$ cat src/rtl/ralarm_pkg.sv
package ralarm_pkg;
  localparam int DATA_W  = 32;
  localparam int ADDR_W  = 5;
  localparam int SEC_W   = 6;
  localparam int MIN_W   = 6;
  localparam int HR_W    = 5;
  localparam int DAY_W   = 8;
  localparam int SEC_LSB = 0;
  localparam int MIN_LSB = 8;
  localparam int HR_LSB  = 16;
  localparam int DAY_LSB = HR_LSB + HR_W;

  localparam logic [ADDR_W-1:0] OFF_SPAN = ADDR_W'(5'h0C);
  localparam logic [ADDR_W-1:0] OFF_RUN  = ADDR_W'(5'h14);
  localparam logic [ADDR_W-1:0] OFF_IEN  = ADDR_W'(5'h18);
  localparam logic [ADDR_W-1:0] OFF_STAT = ADDR_W'(5'h1C);

  localparam int RUN_BIT  = 8;
  localparam int IEN_BIT  = 0;
  localparam int PEND_BIT = 0;

  localparam logic [SEC_W-1:0] SEC_TOP = SEC_W'(59);
  localparam logic [MIN_W-1:0] MIN_TOP = MIN_W'(59);
  localparam logic [HR_W-1:0]  HR_TOP  = HR_W'(23);

  typedef struct packed {
    logic [DAY_W-1:0] day;
    logic [HR_W-1:0]  hr;
    logic [MIN_W-1:0] min;
    logic [SEC_W-1:0] sec;
  } span_t;

  localparam int SPAN_W = $bits(span_t);

  function automatic span_t span_from_word(input logic [DATA_W-1:0] w);
    span_t s;
    s.sec = w[SEC_LSB +: SEC_W];
    s.min = w[MIN_LSB +: MIN_W];
    s.hr  = w[HR_LSB  +: HR_W];
    s.day = w[DAY_LSB +: DAY_W];
    return s;
  endfunction

  function automatic logic [DATA_W-1:0] span_to_word(input span_t s);
    logic [DATA_W-1:0] w;
    w = '0;
    w[SEC_LSB +: SEC_W] = s.sec;
    w[MIN_LSB +: MIN_W] = s.min;
    w[HR_LSB  +: HR_W]  = s.hr;
    w[DAY_LSB +: DAY_W] = s.day;
    return w;
  endfunction

  function automatic logic span_is_last(input span_t s);
    return s == span_t'({{(SPAN_W-1){1'b0}}, 1'b1});
  endfunction

  // one second less, borrowing upward through the fields
  function automatic span_t span_step(input span_t s);
    span_t n;
    n = s;
    if (s.sec != '0) begin
      n.sec = s.sec - SEC_W'(1);
    end else begin
      n.sec = SEC_TOP;
      if (s.min != '0) begin
        n.min = s.min - MIN_W'(1);
      end else begin
        n.min = MIN_TOP;
        if (s.hr != '0) begin
          n.hr = s.hr - HR_W'(1);
        end else begin
          n.hr  = HR_TOP;
          n.day = s.day - DAY_W'(1);
        end
      end
    end
    return n;
  endfunction
endpackage

$ cat src/rtl/ralarm_bus_decode.sv
module ralarm_bus_decode
  import ralarm_pkg::*;
(
  input  logic              bus_sel,
  input  logic              bus_wr,
  input  logic [ADDR_W-1:0] bus_addr,
  input  logic [DATA_W-1:0] bus_wdata,
  input  span_t             span,
  input  logic              run,
  input  logic              ien,
  input  logic              pend,
  output logic              wr_span,
  output logic              wr_run,
  output logic              wr_ien,
  output logic              wr_stat,
  output span_t             load_span,
  output logic              run_bit,
  output logic              ien_bit,
  output logic              clr_bit,
  output logic [DATA_W-1:0] bus_rdata
);
  logic wr_any;
  logic rd_any;
  logic unused_wbits;

  assign wr_any  = bus_sel && bus_wr;
  assign rd_any  = bus_sel && !bus_wr;
  assign wr_span = wr_any && (bus_addr == OFF_SPAN);
  assign wr_run  = wr_any && (bus_addr == OFF_RUN);
  assign wr_ien  = wr_any && (bus_addr == OFF_IEN);
  assign wr_stat = wr_any && (bus_addr == OFF_STAT);

  assign load_span = span_from_word(bus_wdata);
  assign run_bit   = bus_wdata[RUN_BIT];
  assign ien_bit   = bus_wdata[IEN_BIT];
  assign clr_bit   = bus_wdata[PEND_BIT];
  assign unused_wbits = ^bus_wdata;

  always_comb begin
    bus_rdata = '0;
    if (rd_any) begin
      unique case (bus_addr)
        OFF_SPAN: bus_rdata = span_to_word(span);
        OFF_RUN:  bus_rdata[RUN_BIT]  = run;
        OFF_IEN:  bus_rdata[IEN_BIT]  = ien;
        OFF_STAT: bus_rdata[PEND_BIT] = pend;
        default:  bus_rdata = '0;
      endcase
    end
  end
endmodule

$ cat src/rtl/ralarm_span_counter.sv
module ralarm_span_counter
  import ralarm_pkg::*;
(
  input  logic  clk,
  input  logic  rst_n,
  input  logic  step,
  input  logic  load,
  input  span_t load_span,
  output span_t span,
  output logic  zero,
  output logic  expire
);
  span_t span_q;
  span_t span_next;
  logic  count_ok;

  assign zero     = (span_q == '0);
  assign count_ok = step && !load && !zero;
  assign expire   = count_ok && span_is_last(span_q);
  assign span     = span_q;

  always_comb begin
    span_next = span_q;
    if (load)          span_next = load_span;
    else if (count_ok) span_next = span_step(span_q);
  end

  always_ff @(posedge clk) begin
    if (!rst_n) span_q <= '0;
    else        span_q <= span_next;
  end

  AST_HOLD_IDLE: assert property (@(posedge clk) disable iff (!rst_n)
    (!step && !load) |=> $stable(span_q));
  AST_ZERO_STICKS: assert property (@(posedge clk) disable iff (!rst_n)
    (zero && !load) |=> zero);
  AST_EXPIRE_LANDS: assert property (@(posedge clk) disable iff (!rst_n)
    expire |=> zero);
  AST_LOAD_WINS: assert property (@(posedge clk) disable iff (!rst_n)
    load |=> (span_q == $past(load_span)));
  AST_SEC_WRAP: assert property (@(posedge clk) disable iff (!rst_n)
    (count_ok && span_q.sec == '0) |=> (span_q.sec == SEC_TOP));
endmodule

$ cat src/rtl/ralarm_ctrl_regs.sv
module ralarm_ctrl_regs (
  input  logic clk,
  input  logic rst_n,
  input  logic wr_run,
  input  logic run_bit,
  input  logic wr_ien,
  input  logic ien_bit,
  input  logic wr_stat,
  input  logic clr_bit,
  input  logic expire,
  output logic run,
  output logic ien,
  output logic pend,
  output logic irq
);
  logic clr_req;

  assign clr_req = wr_stat && clr_bit;

  always_ff @(posedge clk) begin
    if (!rst_n) begin
      run  <= 1'b0;
      ien  <= 1'b0;
      pend <= 1'b0;
    end else begin
      if (wr_run) run <= run_bit;
      if (wr_ien) ien <= ien_bit;
      if (expire)       pend <= 1'b1;
      else if (clr_req) pend <= 1'b0;
    end
  end

  assign irq = pend && ien;

  AST_PEND_SET_WINS: assert property (@(posedge clk) disable iff (!rst_n)
    expire |=> pend);
  AST_PEND_FALL_CAUSE: assert property (@(posedge clk) disable iff (!rst_n)
    $fell(pend) |-> $past(clr_req));
endmodule

$ cat src/rtl/rel_alarm.sv
module rel_alarm
  import ralarm_pkg::*;
(
  input  logic              clk,
  input  logic              rst_n,
  input  logic              tick_1hz,
  input  logic              bus_sel,
  input  logic              bus_wr,
  input  logic [ADDR_W-1:0] bus_addr,
  input  logic [DATA_W-1:0] bus_wdata,
  output logic [DATA_W-1:0] bus_rdata,
  output logic              irq
);
  logic  wr_span, wr_run, wr_ien, wr_stat;
  logic  run_bit, ien_bit, clr_bit;
  logic  run, ien, pend;
  logic  step, zero, expire;
  span_t load_span;
  span_t span;

  assign step = tick_1hz && run;

  ralarm_bus_decode u_dec (
    .bus_sel   (bus_sel),
    .bus_wr    (bus_wr),
    .bus_addr  (bus_addr),
    .bus_wdata (bus_wdata),
    .span      (span),
    .run       (run),
    .ien       (ien),
    .pend      (pend),
    .wr_span   (wr_span),
    .wr_run    (wr_run),
    .wr_ien    (wr_ien),
    .wr_stat   (wr_stat),
    .load_span (load_span),
    .run_bit   (run_bit),
    .ien_bit   (ien_bit),
    .clr_bit   (clr_bit),
    .bus_rdata (bus_rdata)
  );

  ralarm_span_counter u_cnt (
    .clk       (clk),
    .rst_n     (rst_n),
    .step      (step),
    .load      (wr_span),
    .load_span (load_span),
    .span      (span),
    .zero      (zero),
    .expire    (expire)
  );

  ralarm_ctrl_regs u_regs (
    .clk     (clk),
    .rst_n   (rst_n),
    .wr_run  (wr_run),
    .run_bit (run_bit),
    .wr_ien  (wr_ien),
    .ien_bit (ien_bit),
    .wr_stat (wr_stat),
    .clr_bit (clr_bit),
    .expire  (expire),
    .run     (run),
    .ien     (ien),
    .pend    (pend),
    .irq     (irq)
  );

  AST_NO_EXPIRE_STOPPED: assert property (@(posedge clk) disable iff (!rst_n)
    (!run) |-> !expire);
  AST_IRQ_TRACKS: assert property (@(posedge clk) disable iff (!rst_n)
    ($rose(irq)) |-> (ien && pend));
endmodule

$ cat config.mk
export PLATFORM = sky130hd
export DESIGN_NAME = rel_alarm
export DESIGN_NICKNAME = d
export VERILOG_FILES = /design/src/rtl/ralarm_pkg.sv /design/src/rtl/ralarm_bus_decode.sv /design/src/rtl/ralarm_span_counter.sv /design/src/rtl/ralarm_ctrl_regs.sv /design/src/rtl/rel_alarm.sv
export SDC_FILE = /design/constraint.sdc
export NUM_CORES = 1
export LEC_CHECK = 0
export BUFFER_PORTS_ARGS = -buffer_cell sky130_fd_sc_hd__buf_2
export CORE_MARGIN = 2
export CORE_UTILIZATION = 47
export DETAILED_ROUTE_END_ITERATION = 16
export PLACE_DENSITY_LB_ADDON = 0.1
export SLEW_MARGIN = 10
export SYNTH_ARGS = -nofsm -noshare
export SYNTH_HDL_FRONTEND = slang
export SYNTH_SLANG_ARGS = --single-unit
$ cat constraint.sdc
create_clock -name clk -period 3.3 [get_ports clk]
set_clock_uncertainty 0.05 [all_clocks]
set_input_delay 0.825 -clock clk [delete_from_list [all_inputs] [get_ports clk]]
set_output_delay 0.825 -clock clk [all_outputs]
set_load 0.1 [all_outputs]
==> out/results.ini <==
[sta]
rsz0062_at_grt = no
min_period_ns = 3.03
tightest_slew_ns = 0.708
slew_headroom_pct = 51.6
finalSetupViolations = 0
finalHoldViolCount = 0
fin_setup_tns_ns = 0
max_freq_mhz = 330
fin_crit_sh_pct = 91.8
hold_slack_ns = 0.444
slew_viol_final = 0

[synth]
ys_warn_count = 0
synth_xor_area_share_pct = 4.46
netlist_top_cells_count = dfxtp_1, nand2_1, nor2_1
netlist_top_cells_area = dfxtp_1, and2_1, nand2_1
synth_seq_area_share_pct = 28.6
synth_top_family_by_area = simple AND/OR/NAND/NOR gates
yosysTopAreaCell = dfxtp_1
syn_inst = 257
muxShareOfSynthArea_pct = 2.10
syn_area_um2 = 1960
synth_top_area_share_pct = 28.6
synth_simple_gate_area_share_pct = 33.3
synth.distinct_cells = 54
synthAdderAreaFrac_pct = 3.83
ys_async_sr_fraction_pct = 0
synth-edff-count = 0
synth_compound_area_share_pct = 20.5
synth_most_common_cell = dfxtp_1
ys.flop_type = dfxtp_1
synth_seq_cells = 28
avgSynthCellArea_um2 = 7.63

[critical_path]
endpoint_kind = primary output
cp.arrival_ns = 2.15
path_class = in -> out
crit_fanout = 15
critPathRequiredTime_ns = 2.42
worst_setup_path_start_kind = primary input

[grt]
grt_max_degree = 21
grt.overflow.total = 0
grt_usage_pct = 23.7
grt_pass1_vias = 1796
antenna_found_initial = 0
grt_pass1_wl_um = 8490

[routing]
top_layer_used = met4
drtPass1Iterations = 5
drt-met1-wl_um = 2420
detail-route-antenna-nets = 0
drt-initial-drc-count = 216
drc = 0
routedWlPerCell_um = 14.3
vias = 2020
drt-total-wl_um = 5220
met2_length_um = 2460
met3_length_um = 314
via_per_inst = 5.53

[power_and_ir_drop]
switching_power_uw = 191
peakVddDrop_mv = 0.262
p_clk_share_pct = 32.1
pwr-share-comb_pct = 16.9
power_density_nw_per_um2 = 247
p_int_uw = 480
p_leak_nw = 1.09
pwr-share-seq_pct = 51.1
switching_share_pct = 28.5

[place]
dp_cells = 361
globalplace.congestion = 0.848
port-buffer-count = 60
dpl.hpwl_um = 4030

[clock_network]
cts_setup_buffers = 0
cts_buffers = 3
htree_levels = 1
clock_tree.buffer_depth = 2
clk_latency_ns = 0.27
clkSinkCount = 28
ctsHoldBuffers = 0
clk_pin_slew_worst_paths_ns = 0.10
cts_root_buf = clkbuf_8
cts_tree = built
post_cts_resized = 0

[floorplanning]
coreArea_um2 = 4000
chipHeight_um = 68.6
start_util_pct = 49.0
die_w_um = 68.6
io_pins = 75
num_rows = 23
die_area_um2 = 4710

[cells_and_area]
multi_input_area_um2 = 1340
fillers = 359
n_antenna_cell = 0
seq_area_um2 = 561
fin_cells = 365
drive_above_1_share_pct = 30.8
layout.nets = 364
area_growth_pct = 38.3

[job]
max-cap-violations = 0

[hold_path]
hold_path.class = reg -> reg

[run_status]
status = completed

state kept, by name, indices dropped and copies added (netlist names):
name and cells:
u_cnt.span 25, u_regs.ien 1, u_regs.run 1, u_regs.pend 1
per-stage QoR:
step / power, mW / worst slack [ns] / utilization [%] / cell area [µm²]
floorplan: 0.432 / -0.517 / - / 2040
global placement: 0.462 / 0.298 / 66.4 / 2660
global route: 0.704 / 0.135 / 67.8 / 2710
finish: 0.671 / 0.271 / 67.8 / 2710
CTS: 0.675 / 0.253 / 67.8 / 2710
detailed placement: 0.463 / 0.253 / 66.4 / 2660
worst max-delay path, stage by stage:
cell and delay [ns]:
buf_2 0.11, nor2_1 0.11, nand2_1 0.08, nor3_1 0.37
buf_4 0.27, and2_1 0.20, buf_12 0.19
placed cells by master (no fill, tap or decap), drive strengths merged, types with 6 or more instances in the layout:
master / count
buf: 67
dfxtp: 28
nand2: 23
nor2: 23
and2: 20
o21ai: 16
a21oi: 13
nor3: 13
inv: 10
nand3: 8
nor4: 8
xnor2: 7
a211oi: 7
conb: 7
ha: 6
worst paths after layout:
check / end / start / slack [ns] / cells after the start
hold reg to reg: u_regs.ien$_SDFFE_PN0P_ / u_regs.ien$_SDFFE_PN0P_ / 0.44 / 2
setup reg to reg: u_cnt.span[6]$_SDFFE_PN0P_ / u_cnt.span[12]$_SDFFE_PN0P_ / 0.59 / 9
hold / removal: u_regs.ien$_SDFFE_PN0P_ / u_regs.ien$_SDFFE_PN0P_ / 0.44 / 2
setup / recovery: bus_rdata[4] / bus_addr[1] / 0.27 / 7
power groups by stage:
stage               Clock [mW]  Combinational (mW)  Sequential (mW)
floorplan                    0              0.0826            0.350
global placement             0               0.111            0.351
detailed placement           0               0.113            0.351
CTS                      0.219               0.113            0.343
global route             0.238               0.122            0.343
finish                   0.215               0.113            0.343
metal layers:
layer  track usage (%)  vias to the layer above
met4              4.75                        0
met5                 0                        -
li1                  -                     1035
met2              38.2                       59
met1              33.4                      924
met3              3.57                        2
cell type report:
cell class	count	share of cell area [%]
sequential	28	20.7
clock buffer	4	2.03
tap	50	2.31
multi-input combinational	206	49.5
inverter	10	1.38
timing repair buffer	67	24.1
kinds of logic (layout without fill, tap and decap cells):
group	after synthesis	count (layout)
compound gates	62	62
xor+xnor	10	10
fa+ha+maj	6	6
buf+inv	29	81
flops	28	28
mux	4	4
other cells	1	7
simple gates	117	117
Note: power is estimated with default switching activity, not from simulation.
